## src/rtl/gpio_pkg.sv

```systemverilog
package gpio_pkg;
   // Register addresses on the byte bus
   localparam int unsigned ADDR_W     = 8;
   localparam int unsigned DATA_ADDR  = 8'h03;
   localparam int unsigned DIR_ADDR   = 8'h07;
   localparam int unsigned CTRL_ADDR  = 8'h0A;

   // Number of implemented control bits (low nibble)
   localparam int unsigned CTRL_BITS  = 4;

   // Control register layout, MSB first: bit3..bit0
   typedef struct packed {
      logic od_hi;   // open-drain, top pin
      logic od_lo;   // open-drain, second pin from top
      logic pu_hi;   // pull-up, top pin
      logic pu_lo;   // pull-up, second pin from top
   } ctrl_t;
endpackage

```

## src/rtl/gpio_sync.sv

```systemverilog
module gpio_sync #(
   parameter int unsigned WIDTH  = 8,
   parameter int unsigned STAGES = 2
) (
   input  logic             clk,
   input  logic             rst_n,
   input  logic [WIDTH-1:0] d_in,
   output logic [WIDTH-1:0] q_out
);
   generate
      if (STAGES < 2) begin : g_bad_stages
         $error("gpio_sync: STAGES must be at least 2");
      end
   endgenerate

   logic [WIDTH-1:0] stage_q [STAGES];

   always_ff @(posedge clk or negedge rst_n) begin
      if (!rst_n) begin
         for (int s = 0; s < STAGES; s++) stage_q[s] <= '0;
      end else begin
         stage_q[0] <= d_in;
         for (int s = 1; s < STAGES; s++) stage_q[s] <= stage_q[s-1];
      end
   end

   assign q_out = stage_q[STAGES-1];
endmodule

```

## src/rtl/gpio_regs.sv

```systemverilog
module gpio_regs
   import gpio_pkg::*;
#(
   parameter int unsigned PORT_W = 8
) (
   input  logic              clk,
   input  logic              rst_n,
   input  logic [ADDR_W-1:0] bus_addr,
   input  logic              bus_we,
   input  logic [PORT_W-1:0] bus_wdata,
   input  logic [PORT_W-1:0] pin_sync,
   output logic [PORT_W-1:0] bus_rdata,
   output logic [PORT_W-1:0] dat_q,
   output logic [PORT_W-1:0] dir_q,
   output ctrl_t             ctl_q
);
   localparam int unsigned PAD_W = PORT_W - CTRL_BITS;

   generate
      if (PORT_W <= CTRL_BITS) begin : g_bad_width
         $error("gpio_regs: PORT_W must exceed the control field width");
      end
   endgenerate

   logic sel_dat, sel_dir, sel_ctl;
   assign sel_dat = (bus_addr == ADDR_W'(DATA_ADDR));
   assign sel_dir = (bus_addr == ADDR_W'(DIR_ADDR));
   assign sel_ctl = (bus_addr == ADDR_W'(CTRL_ADDR));

   always_ff @(posedge clk or negedge rst_n) begin
      if (!rst_n) begin
         dat_q <= '0;
         dir_q <= '0;
         ctl_q <= '0;
      end else if (bus_we) begin
         if (sel_dat) dat_q <= bus_wdata;
         if (sel_dir) dir_q <= bus_wdata;
         if (sel_ctl) ctl_q <= bus_wdata[CTRL_BITS-1:0];
      end
   end

   // Per-bit data read: output pins return latch, input pins the synced level
   logic [PORT_W-1:0] dat_view;
   genvar b;
   generate
      for (b = 0; b < PORT_W; b++) begin : g_view
         assign dat_view[b] = dir_q[b] ? dat_q[b] : pin_sync[b];
      end
   endgenerate

   always_comb begin
      bus_rdata = '0;
      if (sel_dat)      bus_rdata = dat_view;
      else if (sel_dir) bus_rdata = dir_q;
      else if (sel_ctl) bus_rdata = {{PAD_W{1'b0}}, ctl_q};
   end


   dat_wr_chk: assert property (@(posedge clk) disable iff (!rst_n)
      (bus_we && sel_dat) |=> (dat_q == $past(bus_wdata)));


   dir_wr_chk: assert property (@(posedge clk) disable iff (!rst_n)
      (bus_we && sel_dir) |=> (dir_q == $past(bus_wdata)));


   hold_chk: assert property (@(posedge clk) disable iff (!rst_n)
      !bus_we |=> ($stable(dat_q) && $stable(dir_q) && $stable(ctl_q)));
endmodule

```

## src/rtl/gpio_drive.sv

```systemverilog
module gpio_drive
   import gpio_pkg::*;
#(
   parameter int unsigned PORT_W = 8
) (
   input  logic              clk,
   input  logic              rst_n,
   input  logic [PORT_W-1:0] dat_q,
   input  logic [PORT_W-1:0] dir_q,
   input  ctrl_t             ctl_q,
   output logic [PORT_W-1:0] pad_out,
   output logic [PORT_W-1:0] pad_oe,
   output logic [PORT_W-1:0] pad_pu
);
   localparam int unsigned HI_PIN = PORT_W - 1;
   localparam int unsigned LO_PIN = PORT_W - 2;

   generate
      if (PORT_W < 2) begin : g_bad_width
         $error("gpio_drive: need at least two pins");
      end
   endgenerate

   genvar i;
   generate
      for (i = 0; i < PORT_W; i++) begin : g_pin
         logic od_en, pu_en;
         if (i == HI_PIN) begin : g_hi
            assign od_en = ctl_q.od_hi;
            assign pu_en = ctl_q.pu_hi;
         end else if (i == LO_PIN) begin : g_lo
            assign od_en = ctl_q.od_lo;
            assign pu_en = ctl_q.pu_lo;
         end else begin : g_plain
            assign od_en = 1'b0;
            assign pu_en = 1'b0;
         end

         // Open-drain: drive only a low, release for a high
         assign pad_oe[i]  = dir_q[i] & ~(od_en & dat_q[i]);
         assign pad_out[i] = dat_q[i] & ~od_en;
         assign pad_pu[i]  = pu_en;


         in_hiz_chk: assert property (@(posedge clk) disable iff (!rst_n)
            !dir_q[i] |-> !pad_oe[i]);


         od_low_chk: assert property (@(posedge clk) disable iff (!rst_n)
            (od_en && pad_oe[i]) |-> !pad_out[i]);
      end
   endgenerate
endmodule

```

## src/rtl/gpio_port.sv

```systemverilog
module gpio_port
   import gpio_pkg::*;
#(
   parameter int unsigned PORT_W      = 8,
   parameter int unsigned SYNC_STAGES = 2
) (
   input  logic              clk,
   input  logic              rst_n,
   input  logic [ADDR_W-1:0] bus_addr,
   input  logic              bus_we,
   input  logic [PORT_W-1:0] bus_wdata,
   output logic [PORT_W-1:0] bus_rdata,
   input  logic [PORT_W-1:0] pin_in,
   output logic [PORT_W-1:0] pad_out,
   output logic [PORT_W-1:0] pad_oe,
   output logic [PORT_W-1:0] pad_pu
);
   logic [PORT_W-1:0] pin_sync;
   logic [PORT_W-1:0] dat_q, dir_q;
   ctrl_t             ctl_q;

   gpio_sync #(.WIDTH(PORT_W), .STAGES(SYNC_STAGES)) u_sync (
      .clk   (clk),
      .rst_n (rst_n),
      .d_in  (pin_in),
      .q_out (pin_sync)
   );

   gpio_regs #(.PORT_W(PORT_W)) u_regs (
      .clk       (clk),
      .rst_n     (rst_n),
      .bus_addr  (bus_addr),
      .bus_we    (bus_we),
      .bus_wdata (bus_wdata),
      .pin_sync  (pin_sync),
      .bus_rdata (bus_rdata),
      .dat_q     (dat_q),
      .dir_q     (dir_q),
      .ctl_q     (ctl_q)
   );

   gpio_drive #(.PORT_W(PORT_W)) u_drive (
      .clk     (clk),
      .rst_n   (rst_n),
      .dat_q   (dat_q),
      .dir_q   (dir_q),
      .ctl_q   (ctl_q),
      .pad_out (pad_out),
      .pad_oe  (pad_oe),
      .pad_pu  (pad_pu)
   );


   ctl_pad_chk: assert property (@(posedge clk) disable iff (!rst_n)
      (bus_addr == ADDR_W'(CTRL_ADDR)) |-> (bus_rdata[PORT_W-1:CTRL_BITS] == '0));


   unmapped_chk: assert property (@(posedge clk) disable iff (!rst_n)
      (bus_addr != ADDR_W'(DATA_ADDR) && bus_addr != ADDR_W'(DIR_ADDR) &&
       bus_addr != ADDR_W'(CTRL_ADDR)) |-> (bus_rdata == '0));


   pu_low_chk: assert property (@(posedge clk) disable iff (!rst_n)
      pad_pu[PORT_W-3:0] == '0);
endmodule

```

## config.mk

```make
export PLATFORM = sky130hd
export DESIGN_NAME = gpio_port
export DESIGN_NICKNAME = d
export VERILOG_FILES = /design/src/rtl/gpio_pkg.sv /design/src/rtl/gpio_sync.sv /design/src/rtl/gpio_regs.sv /design/src/rtl/gpio_drive.sv /design/src/rtl/gpio_port.sv
export SDC_FILE = /design/constraint.sdc
export NUM_CORES = 1
export LEC_CHECK = 0
export ABC_CLOCK_PERIOD_IN_PS = 1250
export BUFFER_PORTS_ARGS = -buffer_cell sky130_fd_sc_hd__buf_2
export CAP_MARGIN = 20
export CORE_AREA = 2 2 62 64
export DETAILED_ROUTE_END_ITERATION = 6
export DIE_AREA = 0 0 64 66
export GPL_ROUTABILITY_DRIVEN = 0
export PLACE_DENSITY = 0.76
export SYNTH_ARGS = -nofsm -noshare
export SYNTH_HDL_FRONTEND = slang
export SYNTH_SLANG_ARGS = --single-unit
export TNS_END_PERCENT = 1
```

## constraint.sdc

```tcl
create_clock -name clk -period 1.25 [get_ports clk]
set_input_delay 0.1875 -clock clk [delete_from_list [all_inputs] [get_ports clk]]
set_output_delay 0.1875 -clock clk [all_outputs]
set_load 0.02 [all_outputs]
```

==> flow_metrics.py <==
metrics = {
    "outcome": {
        "status": "finished with violations",
        "violations": "setup timing",
    },
    "detailed_routing": {
        "drt-initial-drc-count": 38,
        "postRouteAntennaNets": 0,
        "wire_per_inst_um": 14.4,
        "via_count": 1155,
        "wl_met2_um": 1790,
        "drc_errors": 0,
        "met3WireLength_um": 199,
        "via_per_inst": 4.81,
        "dr.max_layer_used": "met4",
        "drt-met1-wl_um": 1440,
        "drt_wl_total_um": 3460,
        "firstDrtPassIters": 4,
    },
    "min_path": {
        "holdCritPathClass": "input pin to register",
        "min-delay-start": "bus_wdata[5]",
        "worstHoldPathCells": 2,
    },
    "floorplan": {
        "io_pins": 59,
        "fp.dieH_um": 66,
        "row_count": 22,
        "start_util_pct": 47.0,
        "core_area_sq_mm": 0.00355,
        "die_w_um": 64,
        "dieArea_sq_mm": 0.00422,
    },
    "synthesis": {
        "synth_cells": 129,
        "synth_seq_cells": 36,
        "yosysSeqAreaShare_pct": 54.0,
        "post-synth-top-area-cell": "dfrtp_1",
        "syn_area_sq_mm": 0.00167,
        "yosys_warnings": 0,
        "syn_avg_cell_area_sq_um": 12.9,
        "synth_area_leaders": "dfrtp_1, buf_4, mux2_2",
        "synth_top_area_share_pct": 54.0,
        "yosysUniqueCellTypes": 23,
    },
    "grt": {
        "grt_pass1_wl_um": 5660,
        "grt_util_all_layers_pct": 18.1,
        "grt-ovfl-total": 0,
        "grt_pass1_vias": 1212,
        "antenna_found_initial": 0,
        "grt_max_degree": 21,
    },
    "power": {
        "ir_worst_vdd_uv": 496,
        "p_per_area_mw_per_mm2": 1010,
        "p_leak_nw": 1.09,
    },
    "setup_path": {
        "critPathArrivalTime_ns": 1.36,
        "r2r_start": "u_regs.dir_q[0]",
        "setup.worst_path.start": "u_regs.dir_q[3]",
        "worstReg2RegEnd": "u_regs.dir_q[0]",
        "r2r_cells": 2,
        "required_ns": 1.06,
        "path_max_fanout": 4,
        "critPathKind": "register to output pin",
        "start_kind": "register",
        "r2r_slack_ns": 0.31,
        "worstSetupEndpointType": "output pin",
        "endpoint": "bus_rdata[3]",
    },
    "place": {
        "hpwl_um": 2600,
        "port_buffers": 52,
        "post_dp_cell_area_sq_mm": 0.00194,
        "pre_cts_ws_ns": -0.333,
    },
    "final_layout": {
        "syn_to_final_growth_pct": 31.4,
        "final_cell_mix": "buf_2, dfrtp_1, buf_4, mux2_2, dlygate4sd3_1",
        "fill_cells": 287,
        "final_area_sq_mm": 0.00219,
        "antenna_cells": 0,
        "layout-drive-gt1-share_pct": 57.3,
        "final_common_cell": "buf_2",
        "final_nets": 218,
    },
    "sta": {
        "min_period_over_period_pct": 124,
        "clock_skew_ns": 0.00215,
        "holdWs_ns": 0.104,
        "fin_ws_ns": -0.296,
        "period_minus_slack_ns": 1.55,
        "hold_viol": 0,
        "fmax_mhz": 647,
        "report.final.setup_viol": 10,
        "rsz0062_at_grt": "yes",
        "drv_slew": 0,
    },
    "clock_network": {
        "clock_sinks": 36,
        "clock_latency_ns": 0.32,
        "htreeDepth": 2,
        "clk_pin_slew_ns": 0.10,
        "cts_root_buf": "clkbuf_4",
        "numCtsBuffers": 5,
        "cts_tree": "built",
        "clockBufferDepth": 2,
    },
    "flow_run": {
        "maxCapViolCount": 0,
    },
}
power breakdown:
part	internal, mW	switching [mW]
registers	1.22	0.0380
clock network	0.268	0.361
logic	0.156	0.168
critical path: stages (launching register included):
cell      delay (ns)
dfrtp_1         0.43
mux2i_1         0.15
a221oi_2        0.27
buf_4           0.18
registers in the layout, summed over array words and instances (netlist names):
name / cells
u_regs.dat_q: 8
u_regs.dir_q: 8
u_sync.q_out: 8
u_sync.stage_q: 8
u_regs.ctl_q: 4
routing by layer:
metal / vias up / GRT usage (%)
met2: 42 / 31.3
met4: 0 / 6.79
met1: 565 / 22.2
li1: 543 / -
met5: - / 0
met3: 5 / 3.75
kinds of logic (layout without fill, tap and decap cells):
kind of cell           after synthesis  in the layout  synth area share, %
muxes                               24             24                 17.7
buffers and inverters               26             84                 11.5
other                                1              6                0.225
AOI/OAI and AO/OA                   18             18                 6.60
and+or+nand+nor                     24             24                 10.0
DFF                                 36             36                 54.0
per-stage QoR:
step | util (%) | setup TNS, ns | instances | total power, mW
after floorplan | - | -0.362 | 134 | 1.46
after global placement | 54.7 | -5.73 | 221 | 1.55
after detailed placement | 54.7 | -7.63 | 221 | 1.56
after CTS | 61.0 | -1.78 | 240 | 2.22
after global routing | 61.8 | -2.55 | 240 | 2.33
final | 61.8 | -1.63 | 240 | 2.21
how the worst min path moves through the flow:
stage / slack, ns / endpoint
floorplan: -0.11 / u_regs.ctl_q[0]
global placement: 0.13 / u_regs.dat_q[7]
detailed placement: 0.13 / u_regs.dat_q[7]
CTS: 0.1 / u_regs.dir_q[5]
global route: 0.09 / u_regs.dir_q[4]
finish: 0.10 / u_regs.dir_q[5]
timing repair:
action	4_1_cts	5_1_grt
pin swaps	8	1
hold buffers	9	0
gates resized for setup	22	10
endpoints found under the setup margin	11	14
buffers inserted	2	0
endpoints found under the hold margin	24	0
synthesized netlist by cell type (all sizes together):
library cell / count
dfrtp: 36
buf: 23
mux2: 20
o21ai: 8
nand2: 7
a21oi: 4
a221oi: 4
mux2i: 4
inv: 3
nand3: 3
nor2: 3
nor2b: 3
a21boi: 2
and2: 2
nand4: 2
nor3b: 2
and2b: 1
and4: 1
conb: 1
layout make-up:
cell class,instances,area (sq um),area share (%)
Multi-Input combinational cell,72,657,29.9
Inverter,3,11.3,0.513
Timing Repair Buffer,73,503,22.9
Tap cell,48,60.1,2.74
Sequential cell,36,901,41.1
Clock inverter,2,10.0,0.456
Clock buffer,6,51.3,2.34
Power figures use the tool's default switching activity.
